File: config.mk
export PLATFORM = sky130hd
export DESIGN_NAME = irq_cause_aggregator
export DESIGN_NICKNAME = d
export VERILOG_FILES = /design/src/rtl/pc_pkg.sv /design/src/rtl/pc_summary.sv /design/src/rtl/pc_mask.sv /design/src/rtl/pc_qualify.sv /design/src/rtl/irq_cause_aggregator.sv
export SDC_FILE = /design/constraint.sdc
export NUM_CORES = 1
export LEC_CHECK = 0
export ABC_AREA = 0
export BUFFER_PORTS_ARGS = -buffer_cell sky130_fd_sc_hd__buf_2
export CAP_MARGIN = 20
export CORE_MARGIN = 2
export CORE_UTILIZATION = 30
export CTS_CLUSTER_DIAMETER = 50
export DETAILED_ROUTE_END_ITERATION = 6
export GPL_TIMING_DRIVEN = 0
export PLACE_DENSITY = 0.95
export SYNTH_ARGS = -nofsm -noshare
export SYNTH_HDL_FRONTEND = slang
export SYNTH_SLANG_ARGS = --single-unit
File: constraint.sdc
create_clock -name clk_i -period 3.3 [get_ports clk_i]
set_clock_uncertainty 0.05 [all_clocks]
set_input_delay 0.99 -clock clk_i [delete_from_list [all_inputs] [get_ports clk_i]]
set_output_delay 0.99 -clock clk_i [all_outputs]
set_load 0.1 [all_outputs]
File: src/rtl/pc_pkg.sv
package pc_pkg;
  localparam int unsigned POS_W = 8;
  typedef enum int unsigned { SRC_RX = 0, SRC_TX = 1, SRC_MISC = 2 } src_e;
  localparam int unsigned DEF_NUM_SRC = 3;
  localparam logic [DEF_NUM_SRC*POS_W-1:0] DEF_POS = {8'd2, 8'd1, 8'd0};
endpackage

File: src/rtl/pc_summary.sv
module pc_summary #(
  parameter int unsigned NUM_SRC = 3
) (
  input  logic               clk_i,
  input  logic               rst_ni,
  input  logic [NUM_SRC-1:0] pend_i,
  input  logic               clr_i,
  output logic [NUM_SRC-1:0] sum_o
);
  logic [NUM_SRC-1:0] sum_q;

  for (genvar i = 0; i < NUM_SRC; i++) begin : g_bit
    always_ff @(posedge clk_i or negedge rst_ni) begin
      if (!rst_ni)    sum_q[i] <= 1'b0;
      else if (clr_i) sum_q[i] <= pend_i[i];   // re-capture a bank still pending
      else            sum_q[i] <= sum_q[i] | pend_i[i];
    end

    assert_set_R3: assert property (@(posedge clk_i) disable iff (!rst_ni)
      pend_i[i] |=> sum_q[i]);
    assert_hold_R3: assert property (@(posedge clk_i) disable iff (!rst_ni)
      (sum_q[i] && !clr_i) |=> sum_q[i]);
    assert_clear_R4: assert property (@(posedge clk_i) disable iff (!rst_ni)
      (clr_i && !pend_i[i]) |=> !sum_q[i]);
    assert_repend_R5: assert property (@(posedge clk_i) disable iff (!rst_ni)
      (clr_i && pend_i[i]) |=> sum_q[i]);
  end

  assign sum_o = sum_q;
endmodule

File: src/rtl/pc_mask.sv
module pc_mask #(
  parameter int unsigned NUM_SRC = 3,
  parameter int unsigned REG_W   = 32,
  parameter logic [NUM_SRC*pc_pkg::POS_W-1:0] SRC_POS = pc_pkg::DEF_POS
) (
  input  logic               clk_i,
  input  logic               rst_ni,
  input  logic               we_i,
  input  logic [REG_W-1:0]   wdata_i,
  output logic [NUM_SRC-1:0] en_o
);
  localparam int unsigned IDX_W = $clog2(REG_W);
  logic [REG_W-1:0] mask_q;

  always_ff @(posedge clk_i or negedge rst_ni) begin
    if (!rst_ni)   mask_q <= '1;
    else if (we_i) mask_q <= wdata_i;
  end

  always_comb begin
    for (int i = 0; i < NUM_SRC; i++)
      en_o[i] = ~mask_q[SRC_POS[i*pc_pkg::POS_W +: IDX_W]];
  end

  assert_load_R8: assert property (@(posedge clk_i) disable iff (!rst_ni)
    we_i |=> (mask_q == $past(wdata_i)));
endmodule

File: src/rtl/pc_qualify.sv
module pc_qualify #(
  parameter int unsigned REG_W = 32
) (
  input  logic [REG_W-1:0] cause_i,
  output logic             valid_o
);
  localparam int unsigned LOW_W = (REG_W < 8) ? REG_W : 8;
  logic all_ones_low;

  assign all_ones_low = &cause_i[LOW_W-1:0];
  assign valid_o      = (|cause_i) && !all_ones_low;
endmodule

File: src/rtl/irq_cause_aggregator.sv
module irq_cause_aggregator #(
  parameter int unsigned NUM_SRC = pc_pkg::DEF_NUM_SRC,
  parameter int unsigned REG_W   = 32,
  parameter logic [NUM_SRC*pc_pkg::POS_W-1:0] SRC_POS = pc_pkg::DEF_POS
) (
  input  logic               clk_i,
  input  logic               rst_ni,
  input  logic [NUM_SRC-1:0] pend_i,
  input  logic               cause_rd_i,
  output logic [REG_W-1:0]   cause_o,
  output logic               cause_valid_o,
  input  logic               mask_we_i,
  input  logic [REG_W-1:0]   mask_wdata_i,
  output logic               irq_o
);
  localparam int unsigned IDX_W = $clog2(REG_W);

  logic [NUM_SRC-1:0] sum;
  logic [NUM_SRC-1:0] en;

  pc_summary #(.NUM_SRC(NUM_SRC)) u_summary (
    .clk_i (clk_i), .rst_ni (rst_ni), .pend_i (pend_i),
    .clr_i (cause_rd_i), .sum_o (sum)
  );

  pc_mask #(.NUM_SRC(NUM_SRC), .REG_W(REG_W), .SRC_POS(SRC_POS)) u_mask (
    .clk_i (clk_i), .rst_ni (rst_ni), .we_i (mask_we_i),
    .wdata_i (mask_wdata_i), .en_o (en)
  );

  always_comb begin
    cause_o = '0;
    for (int i = 0; i < NUM_SRC; i++)
      cause_o[SRC_POS[i*pc_pkg::POS_W +: IDX_W]] = sum[i];
  end

  pc_qualify #(.REG_W(REG_W)) u_qual (.cause_i (cause_o), .valid_o (cause_valid_o));

  assign irq_o = |(sum & en);

  assert_block_R7: assert property (@(posedge clk_i) disable iff (!rst_ni)
    (mask_we_i && (&mask_wdata_i)) |=> !irq_o);
  assert_zero_R10: assert property (@(posedge clk_i) disable iff (!rst_ni)
    (cause_o == '0) |-> !cause_valid_o);
endmodule

Yosys cells after proc, flatten, opt, wreduce, memory -nomap -nowiden
Index checks and enable logic that the tools add are counted.
{ "word_totals": {"reg_bits": 6, "latch_bits": 0, "ram_bits": 0, "mem_bits_ro": 0, "out_inout_bits": 34, "wordCells": 16, "n_memories": 0} }
{ "op_classes": {"addsub": 0, "multipliers": 0, "div": 0, "magnitude_cmp": 0, "eq_ne": 0, "shifts": 0, "muxes": 3, "n_bitwise": 7, "n_reduce_logical": 2} }
{ "ops": {"columns": ["op", "count"], "rows": [
  ["$reduce_or 3->1", 2],
  ["$and 3x3->3", 1],
  ["$mux 1", 3],
  ["$not 1->1", 3],
  ["$or 1x1->1", 3]
]} }

Logic depth before layout (Yosys ltp)
Gate-level depths: netlist (run 1).
{ "logic_depth": {"depth_word": 3, "mapped_depth": 2, "mapped_depth_nobuf": 2} }

Cells and area by module
A second synthesis (run 1) with hierarchy kept.
{ "unflattened": {"cells_unflattened": 61, "hier_area_um2": 563.0} }
{ "by_module_without_submodules": {"columns": ["mod", "instances", "cells_per_inst", "area_per_inst_um2", "seq_area_each_um2"], "rows": [
  ["irq_cause_aggregator", 1, 32, 235.2, 0.0],
  ["pc_mask", 1, 9, 123.9, 78.8],
  ["pc_qualify", 1, 13, 102.6, 0.0],
  ["pc_summary", 1, 7, 101.3, 75.1]
]} }

Worst setup path after synthesis (run 1)
Ideal clock, no wire load.
{ "synth_path": {"path_kind": "reg-to-output", "start": "register u_summary.sum_q[1] (netlist: u_summary.sum_o[1])", "end": "output port irq_o", "t_arrival_ns": 2.595, "required_ns": 2.260, "setup_slack_ns": -0.335, "stages_incl_launch_ff": 3, "n_path_buf": 0, "path_cell_list": "dfrtp_1 -> inv_1 -> o221ai_1"} }
{ "synth_via": {"elab_chain_cells": 2} }
{ "synth_lines": {"columns": ["element", "line", "rtl"], "rows": [
  ["start, declared", "pc_summary.sv:10", "logic [NUM_SRC-1:0] sum_q;"],
  ["start signal, assigned by index", "pc_summary.sv:15", "else if (clr_i) sum_q[i] <= pend_i[i];"],
  ["start signal, assigned by index", "pc_summary.sv:16", "else sum_q[i] <= sum_q[i] | pend_i[i];"],
  ["$and 3x3->3", "irq_cause_aggregator.sv:39", "assign irq_o = |(sum & en);"],
  ["$reduce_or 3->1", "irq_cause_aggregator.sv:39", null],
  ["end, declared", "irq_cause_aggregator.sv:14", "output logic irq_o"]
]} }
No other way between the ends.

Final worst setup path (run 1)
{ "layout_path": {"start": "register u_summary.sum_q[2] (netlist: u_summary.sum_o[2])", "end": "output port irq_o"} }
Same word-level chain as after synthesis.

==> flow_summary.json, run 1 <==
{
  "synth_seq_cells": 6,
  "hpwl_um": 688,
  "critPathCaptureType": "output pin",
  "cp.required_ns": 2.26,
  "num_antenna_cells": 0,
  "drtIter0Drc": 0,
  "grt_usage": 0.0735,
  "htreeDepth": 1,
  "cts.sink_count": 6,
  "rsz0062_at_grt": "no",
  "synthFlopType": "dfstp_2",
  "clock_path_buffers": 2,
  "start_util": 0.316,
  "drive_gt1_frac": 0.574,
  "arrival_ns": 1.32,
  "synth_top_area_cell": "buf_4",
  "port_buffers": 14,
  "setup_ws_ns": 0.944,
  "status": "complete, no violations",
  "hp-class": "reg -> reg",
  "start_kind": "flop",
  "yosys-top-cells-area": "buf_4, dfstp_2, dfrtp_1",
  "power_density_mw_per_mm2": 558,
  "netlist_instances": 48,
  "clk_pin_slew_ns": 0.05,
  "slew_viol_final": 0,
  "drv_cap": 0,
  "viasPerCell": 3.23,
  "ys_types": 11,
  "grtUsageMet1": 0.0733,
  "dr.pass1.iters": 1,
  "synth_top_area_share": 0.468,
  "ir_drop_uv": 255,
  "dieHeight_um": 43.4,
  "antenna_found_initial": 0,
  "area_growth_pct": 48.9,
  "gp_congestion": 0.656,
  "grt_busiest_layer": "met2",
  "async_flop_share": 1.00,
  "fillers": 152,
  "grt_pass1_wl_mm": 1.01,
  "worstPathMaxFanout": 4,
  "clkLatencyLatePin_ns": 0.24,
  "netlist_area_um2": 465,
  "wl_per_cell_um": 6.71,
  "final-setup-viol-count": 0,
  "grt_overflow": 0,
  "min_period_over_period": 0.714,
  "grt_pass1_vias": 252,
  "cts_setup_buffers": 0,
  "period_needed_ns": 2.36,
  "final_net_count": 134,
  "synth_edf_count": 0,
  "routed_wl_um": 738,
  "holdBufCountCts": 0,
  "numCtsBuffers": 3,
  "grtUsageMet2": 0.125,
  "hold_viol": 0,
  "root_buffer": "clkbuf_4",
  "synth_most_common_cell": "buf_4",
  "num_io_pins": 73,
  "rows": 14,
  "ant_nets": 0,
  "pre_cts_ws_ns": 1.21,
  "cts_tree": "yes",
  "met3_usage": 0.0250,
  "max_freq_mhz": 424,
  "grt_max_degree": 7,
  "yosysSeqAreaShare": 0.331,
  "path_class": "reg -> out",
  "p_leak_nw": 0.434,
  "drcViolationCount": 0,
  "dieWidth_um": 43.4,
  "avgSynthCellArea_um2": 9.70,
  "synth_top_cells_by_count": "buf_4, dfrtp_1, dfstp_2, inv_1, mux2_2",
  "die_area_mm2": 0.00188,
  "yosys_warnings": 0,
  "cts_resized": 0,
  "core_area_mm2": 0.00147,
  "num_vias": 355,
  "tns_ns": 0
}
-- path summary, 6_finish.rpt --
| path | startpoint | end | slack [ns] | depth (start not counted) |
|---|---|---|---|---|
| min | u_summary.sum_o[2]$_DFF_PN0_ | u_summary.sum_o[2]$_DFF_PN0_ | 0.49 | 1 |
| max | u_summary.sum_o[2]$_DFF_PN0_ | irq_o | 0.94 | 3 |
| max reg2reg | u_mask.mask_q[1]$_DFFE_PN1P_ | u_mask.mask_q[1]$_DFFE_PN1P_ | 2.52 | 1 |
| min in group asynchronous | rst_ni | u_summary.sum_o[2]$_DFF_PN0_ | 0.50 | 1 |
| min reg2reg | u_summary.sum_o[2]$_DFF_PN0_ | u_summary.sum_o[2]$_DFF_PN0_ | 0.49 | 1 |
| max in group asynchronous | rst_ni | u_mask.mask_q[1]$_DFFE_PN1P_ | 2.47 | 1 |
-- worst max-delay path, stage by stage, from the launching register on --
cell and delay [ns]:
dfrtp_1 0.38, inv_1 0.07, o221ai_2 0.17, buf_2 0.45
-- layout by cell type, fill, tap and decap left out --
cell	count
a21o_2	1
clkbuf_1	1
buf_4	29
or3_1	1
mux2_2	3
clkbuf_4	3
conb_1	29
dfrtp_1	3
inv_1	3
a21o_1	2
dfstp_2	3
o221ai_2	1
buf_2	14
nand2b_1	1
-- per-layer routing --
metal	wire length (um)	up-vias
li1	-	186
met1	214	138
met2	394	31
met3	129	0
met4	0	0
met5	0	-
-- sequential cells by signal, summed over array words and instances (netlist names) --
register,count
u_mask.mask_q,3
u_summary.sum_o,3
-- final cells by class --
cell class,instances,area [um2],area share
Tap cell,16,20.0,0.0289
Buffer,29,218,0.314
Inverter,3,11.3,0.0162
Sequential cell,6,154,0.222
Multi-Input combinational cell,38,194,0.280
Clock buffer,4,26.3,0.0379
Timing Repair Buffer,14,70.1,0.101
-- cell families after synthesis --
kind of cell,count (synthesis),share of synthesized area
compound gates,4,0.0699
buf+inv,32,0.492
flops,6,0.331
mux,3,0.0726
other cells,1,0.00806
simple gates,2,0.0269
-- stage by stage --
stage | std cells | hold WS, ns | power (W) | utilization | instance area [um2]
after floorplan | 76 | 0.548 | 0.000300 | - | 577
after global placement | 106 | 0.459 | 0.000313 | 0.453 | 667
after detailed placement | 106 | 0.473 | 0.000315 | 0.453 | 667
after CTS | 110 | 0.488 | 0.000389 | 0.471 | 693
after global routing | 110 | 0.498 | 0.000401 | 0.471 | 693
final | 110 | 0.485 | 0.000387 | 0.471 | 693
-- power breakdown --
| group | leakage (nW) | switching [W] | internal [W] | total (W) |
|---|---|---|---|---|
| clock network | 0.0150 | 0.0000264 | 0.0000458 | 0.0000722 |
| registers | 0.0638 | 0.00000503 | 0.0000829 | 0.0000879 |
| logic | 0.356 | 0.000189 | 0.0000375 | 0.000227 |
No activity file was read; power rests on OpenSTA's default activity.
==> inputs of run 2 (changes only) <==
Settings changed: ABC_AREA 0 to 1, CORE_UTILIZATION 30 to 28, PLACE_DENSITY 0.95 to 0.9.
Clock period 3.3 ns to 2.2 ns, I/O delays scaled along.
==> run 2 against run 1 <==
Against the previous run: setup slack worse by 0.66 ns; synthesized cell count rose by 17%; largest cell class unchanged; hold slack got worse by 0.31 ns; critical endpoint unchanged; sequential power is 44% higher; utilization fell by 1.6 points.
==> flow_summary.json, run 2 <==
{
  "ant_nets": 0,
  "period_needed_ns": 1.92,
  "layout_common_cells": "buf_4, conb_1, buf_2",
  "cts_setup_buffers": 0,
  "grt_pass1_wl_mm": 1.08,
  "max_stage_delay_ns": 0.51,
  "synth_most_common_cell": "buf_4",
  "port_buffers": 14,
  "status": "complete, no violations",
  "antenna_found_initial": 0,
  "place_inst": 114,
  "ff2ff_setup_slack_ns": 1.37,
  "final-setup-viol-count": 0,
  "critPathTopFamily": "flip-flops",
  "netlist_instances": 56,
  "worstPathMaxFanout": 2,
  "avgSynthCellArea_um2": 8.36,
  "instances_no_fill": 118,
  "viasPerCell": 3.11,
  "clkLatencyLatePin_ns": 0.23,
  "start_util": 0.304,
  "cts_resized": 0,
  "area_growth_pct": 50.0,
  "cts.sink_count": 6,
  "yosysSeqAreaShare": 0.329,
  "synth_edf_count": 0,
  "synth_top_cells_by_count": "buf_4, inv_1, nand2_1",
  "ir_drop_uv": 414,
  "min_period_over_period": 0.873,
  "grt_overflow": 0,
  "critPathCaptureType": "output pin",
  "slew_viol_final": 0,
  "fillers": 167,
  "cp.required_ns": 1.49,
  "start_kind": "flop",
  "path_class": "reg -> out",
  "drv_cap": 0,
  "synth_top_area_cell": "buf_4",
  "clk_pin_slew_ns": 0.06,
  "crit_path_cell_trace": "inv_1 > nand2_1 > nand3_2 > buf_2",
  "path_buf_inv": 2,
  "grt_pass1_vias": 289,
  "gp_congestion": 0.737,
  "grt_usage": 0.0749,
  "htreeDepth": 1,
  "timing.rr.end": "u_mask.mask_q[2]$_DFFE_PN1P_",
  "num_io_pins": 73,
  "wl_per_cell_um": 6.25,
  "synth_top_area_share": 0.465,
  "drive_gt1_frac": 0.520,
  "p_leak_nw": 0.449,
  "routed_wl_um": 738,
  "cp_slowest_cell": "dfstp_2",
  "total_power_w": 0.000576,
  "netlist_area_um2": 468,
  "grt_busiest_layer": "met2",
  "num_antenna_cells": 0,
  "grtUsageMet2": 0.128,
  "dieWidth_um": 44.9,
  "root_buffer": "clkbuf_4",
  "synthFlopType": "dfstp_2",
  "grt_max_degree": 7,
  "final_net_count": 142,
  "rows": 14,
  "hold_viol": 0,
  "tns_ns": 0,
  "drtIter0Drc": 0,
  "cts_tree": "yes",
  "arrival_ns": 1.21,
  "met3_usage": 0.0280,
  "synth_seq_cells": 6,
  "async_flop_share": 1.00,
  "grtUsageMet1": 0.0746,
  "die_area_mm2": 0.00201,
  "clock_path_buffers": 2,
  "power_density_mw_per_mm2": 820,
  "num_vias": 367,
  "worstReg2RegStart": "u_mask.mask_q[2]$_DFFE_PN1P_",
  "numCtsBuffers": 3,
  "drcViolationCount": 0,
  "core_area_mm2": 0.00154,
  "dieHeight_um": 44.9,
  "dr.pass1.iters": 1,
  "holdBufCountCts": 0,
  "yosys-top-cells-area": "buf_4, dfstp_2, dfrtp_1",
  "max_freq_mhz": 521,
  "reg2regPathDepth": 2,
  "rsz0062_at_grt": "no",
  "ys_types": 9,
  "hp-class": "in -> async",
  "yosys_warnings": 0,
  "critical_path_depth": 4,
  "startpoint": "u_mask.mask_q[1]$_DFFE_PN1P_"
}
==> run 2: changes by cell type after synthesis, sizes merged <==
cell    before  now
nand2        0    6
a21o         3    0
inv          3    6
mux2         3    0
o21ai        0    3
o21bai       0    3
nand3        0    2
nand2b       1    0
o221ai       1    0
or3          1    0
==> run 2: through the flow <==
stage	instance area, um2	util	hold slack (ns)	worst slack, ns
after floorplan	586	-	0.314	0.000106
after global placement	676	0.438	0.431	0.544
after detailed placement	676	0.438	0.431	0.542
after CTS	702	0.455	0.168	0.271
after global routing	702	0.455	0.163	0.222
final	702	0.455	0.171	0.280
==> run 2: per-layer routing <==
metal  up-vias  routed length [um]
met5         -                   0
met4         0                   0
met3         0                 102
met2        21                 407
met1       142                 228
li1        204                   -
==> run 2: area by class of cell <==
cell class	instances	area [um2]	area share
Multi-Input combinational cell	43	189	0.269
Clock buffer	4	26.3	0.0374
Tap cell	16	20.0	0.0285
Buffer	29	218	0.310
Sequential cell	6	156	0.223
Timing Repair Buffer	14	70.1	0.0998
Inverter	6	22.5	0.0321
==> run 2: worst max-delay path by stage <==
stage                    end
6_report               irq_o
5_1_grt                irq_o
4_1_cts                irq_o
3_5_place_dp           irq_o
3_3_place_gp           irq_o
2_1_floorplan  cause_valid_o
==> run 2: cell families after synthesis <==
logic type	share of synthesized area
AO/OA/AOI/OAI	0.0802
AND/OR/NAND/NOR	0.0695
other	0.00801
buffers and inverters	0.513
flip-flops	0.329
==> run 2: power by group <==
part / switching, W / internal, W / total, W
combinational: 0.000285 / 0.0000521 / 0.000337
sequential: 0.00000393 / 0.000123 / 0.000127
clock: 0.0000424 / 0.0000689 / 0.000111
total: 0.000331 / 0.000244 / 0.000576
==> inputs of run 3 (changes only) <==
Settings changed: CORE_UTILIZATION 28 to 34, CTS_BUF_LIST set to sky130_fd_sc_hd__clkbuf_2 sky130_fd_sc_hd__clkbuf_4 sky130_fd_sc_hd__clkbuf_8, PLACE_DENSITY 0.9 to 0.93, SYNTH_HIERARCHICAL set to 1.
==> run 3 against run 2 <==
Against the previous run: wire length grew 35%; non-clock buffer count unchanged; sequential power is 3% higher; register-to-register slack gained 0.07 ns; die area rose by 8.2%; synthesized cell count rose by 75%; largest cell class is now multi-input combinational cells; final cell count rose by 72%.
==> flow_summary.json, run 3 <==
{
  "holdBufCountCts": 0,
  "async_flop_share": 1.00,
  "pre_cts_ws_ns": 0.243,
  "slew_viol_final": 0,
  "hold_viol": 0,
  "period_needed_ns": 2.07,
  "htreeDepth": 1,
  "viasPerCell": 2.94,
  "final_net_count": 218,
  "drv_cap": 0,
  "status": "complete, no violations",
  "clock_path_buffers": 2,
  "netlist_area_um2": 619,
  "worstPathMaxFanout": 5,
  "start_kind": "flop",
  "yosys-top-cells-area": "buf_4, nand2_1, dfstp_2",
  "worstReg2RegStart": "u_mask/mask_q[1]$_DFFE_PN1P_",
  "yosysSeqAreaShare": 0.248,
  "ir_drop_uv": 409,
  "power_density_mw_per_mm2": 599,
  "avgSynthCellArea_um2": 6.32,
  "port_buffers": 14,
  "timing.rr.end": "u_mask/mask_q[1]$_DFFE_PN1P_",
  "grt_pass1_vias": 451,
  "grt_max_degree": 7,
  "path_class": "reg -> out",
  "die_area_mm2": 0.00218,
  "num_io_pins": 73,
  "ff2ff_setup_slack_ns": 1.44,
  "clkLatencyLatePin_ns": 0.24,
  "rows": 15,
  "gp_congestion": 0.663,
  "cts.sink_count": 6,
  "synth_top_area_share": 0.352,
  "start_util": 0.359,
  "fillers": 178,
  "tns_ns": 0,
  "core_area_mm2": 0.00173,
  "synthFlopType": "dfstp_2",
  "routed_wl_um": 994,
  "reg2regPathDepth": 2,
  "ant_nets": 0,
  "final_common_cell": "conb_1",
  "grt_usage": 0.102,
  "drtIter0Drc": 3,
  "num_vias": 596,
  "arrival_ns": 1.36,
  "synth_top_area_cell": "buf_4",
  "wl_per_cell_um": 4.90,
  "layout_common_cells": "conb_1, buf_4, nand2_1",
  "grt_pass1_wl_mm": 1.55,
  "max_freq_mhz": 484,
  "p_leak_nw": 0.660,
  "ys_types": 11,
  "numCtsBuffers": 3,
  "synth_edf_count": 0,
  "final-setup-viol-count": 0,
  "dieWidth_um": 46.7,
  "synth_seq_cells": 6,
  "hp-class": "in -> async",
  "cts_setup_buffers": 0,
  "drive_gt1_frac": 0.337,
  "dieHeight_um": 46.7,
  "cts_tree": "yes",
  "yosys_warnings": 6,
  "rsz0062_at_grt": "no",
  "drcViolationCount": 0,
  "root_buffer": "clkbuf_4",
  "min_period_over_period": 0.939,
  "synth_most_common_cell": "buf_4",
  "netlist_instances": 98,
  "synth_top_cells_by_count": "buf_4, nand2_1, nor2_1",
  "hpwl_um": 930,
  "setup_ws_ns": 0.133,
  "dr.pass1.iters": 2,
  "area_growth_pct": 62.8,
  "grt_overflow": 0,
  "num_antenna_cells": 0,
  "cp.required_ns": 1.49,
  "critPathCaptureType": "output pin",
  "clk_pin_slew_ns": 0.05,
  "antenna_found_initial": 0
}
## run 3: how the worst max path moves through the flow
stage / startpoint / to / slack, ns / cells after the start
floorplan: u_summary/sum_o[1]$_DFF_PN0_ / cause_valid_o / 0.03 / 6
global placement: u_summary/sum_o[1]$_DFF_PN0_ / cause_valid_o / 0.28 / 7
detailed placement: u_summary/sum_o[2]$_DFF_PN0_ / cause_valid_o / 0.24 / 7
CTS: u_summary/sum_o[2]$_DFF_PN0_ / cause_valid_o / 0.04 / 7
global route: u_summary/sum_o[1]$_DFF_PN0_ / cause_valid_o / 0.02 / 7
finish: u_summary/sum_o[1]$_DFF_PN0_ / cause_valid_o / 0.13 / 7
## run 3: final cells by class
| class | instances | area, um2 | share of cell area |
|---|---|---|---|
| inverters | 8 | 30.0 | 0.0298 |
| well taps | 25 | 31.3 | 0.0310 |
| flip-flops and latches | 6 | 158 | 0.156 |
| plain buffers | 29 | 218 | 0.216 |
| clock buffers | 4 | 30.0 | 0.0298 |
| multi-input cells | 117 | 465 | 0.462 |
| repair buffers | 14 | 76.3 | 0.0757 |
## run 3: worst max-delay path: stages (launching register included)
cell and delay (ns):
dfrtp_2 0.42, nor2_1 0.11, nand2_1 0.05, nor2_1 0.09, nand2_1 0.06, nor2_2 0.15
nor2_4 0.04, buf_6 0.18
## run 3: cell families (layout without fill, tap and decap cells)
family / count (synthesis) / in the layout / share of synthesized area
buffers and inverters: 37 / 55 / 0.400
other: 1 / 63 / 0.00605
flip-flops: 6 / 6 / 0.248
AND/OR/NAND/NOR: 54 / 54 / 0.345
## run 3: metrics by stage
stage,power (W),std cells,util,instance area [um2],hold WS (ns)
6_report,0.000604,203,0.584,1010,0.176
5_1_grt,0.000633,203,0.584,1010,0.175
4_1_cts,0.000607,203,0.580,1000,0.168
3_5_place_dp,0.000482,199,0.562,970,0.406
3_3_place_gp,0.000481,199,0.562,970,0.400
2_1_floorplan,0.000461,160,-,868,0.314
## run 3: metal layers
metal,up-vias,GRT usage,share of wire
li1,357,-,-
met3,0,0.0157,0.091
met4,0,0.0667,0
met2,18,0.200,0.57
met1,221,0.0948,0.34
met5,-,0,0
## run 3: timing repair
action                     in CTS  in global routing
setup endpoints to repair       1                  1
cloned                          0                  0
hold endpoints to repair        0                  0
resized for setup               1                  2
pin swaps                       0                  1
## run 3: power breakdown
group | total, W | internal, W | switching, W
registers | 0.000131 | 0.000124 | 0.00000723
clock network | 0.000120 | 0.0000810 | 0.0000391
logic | 0.000352 | 0.0000577 | 0.000295
total | 0.000604 | 0.000263 | 0.000341
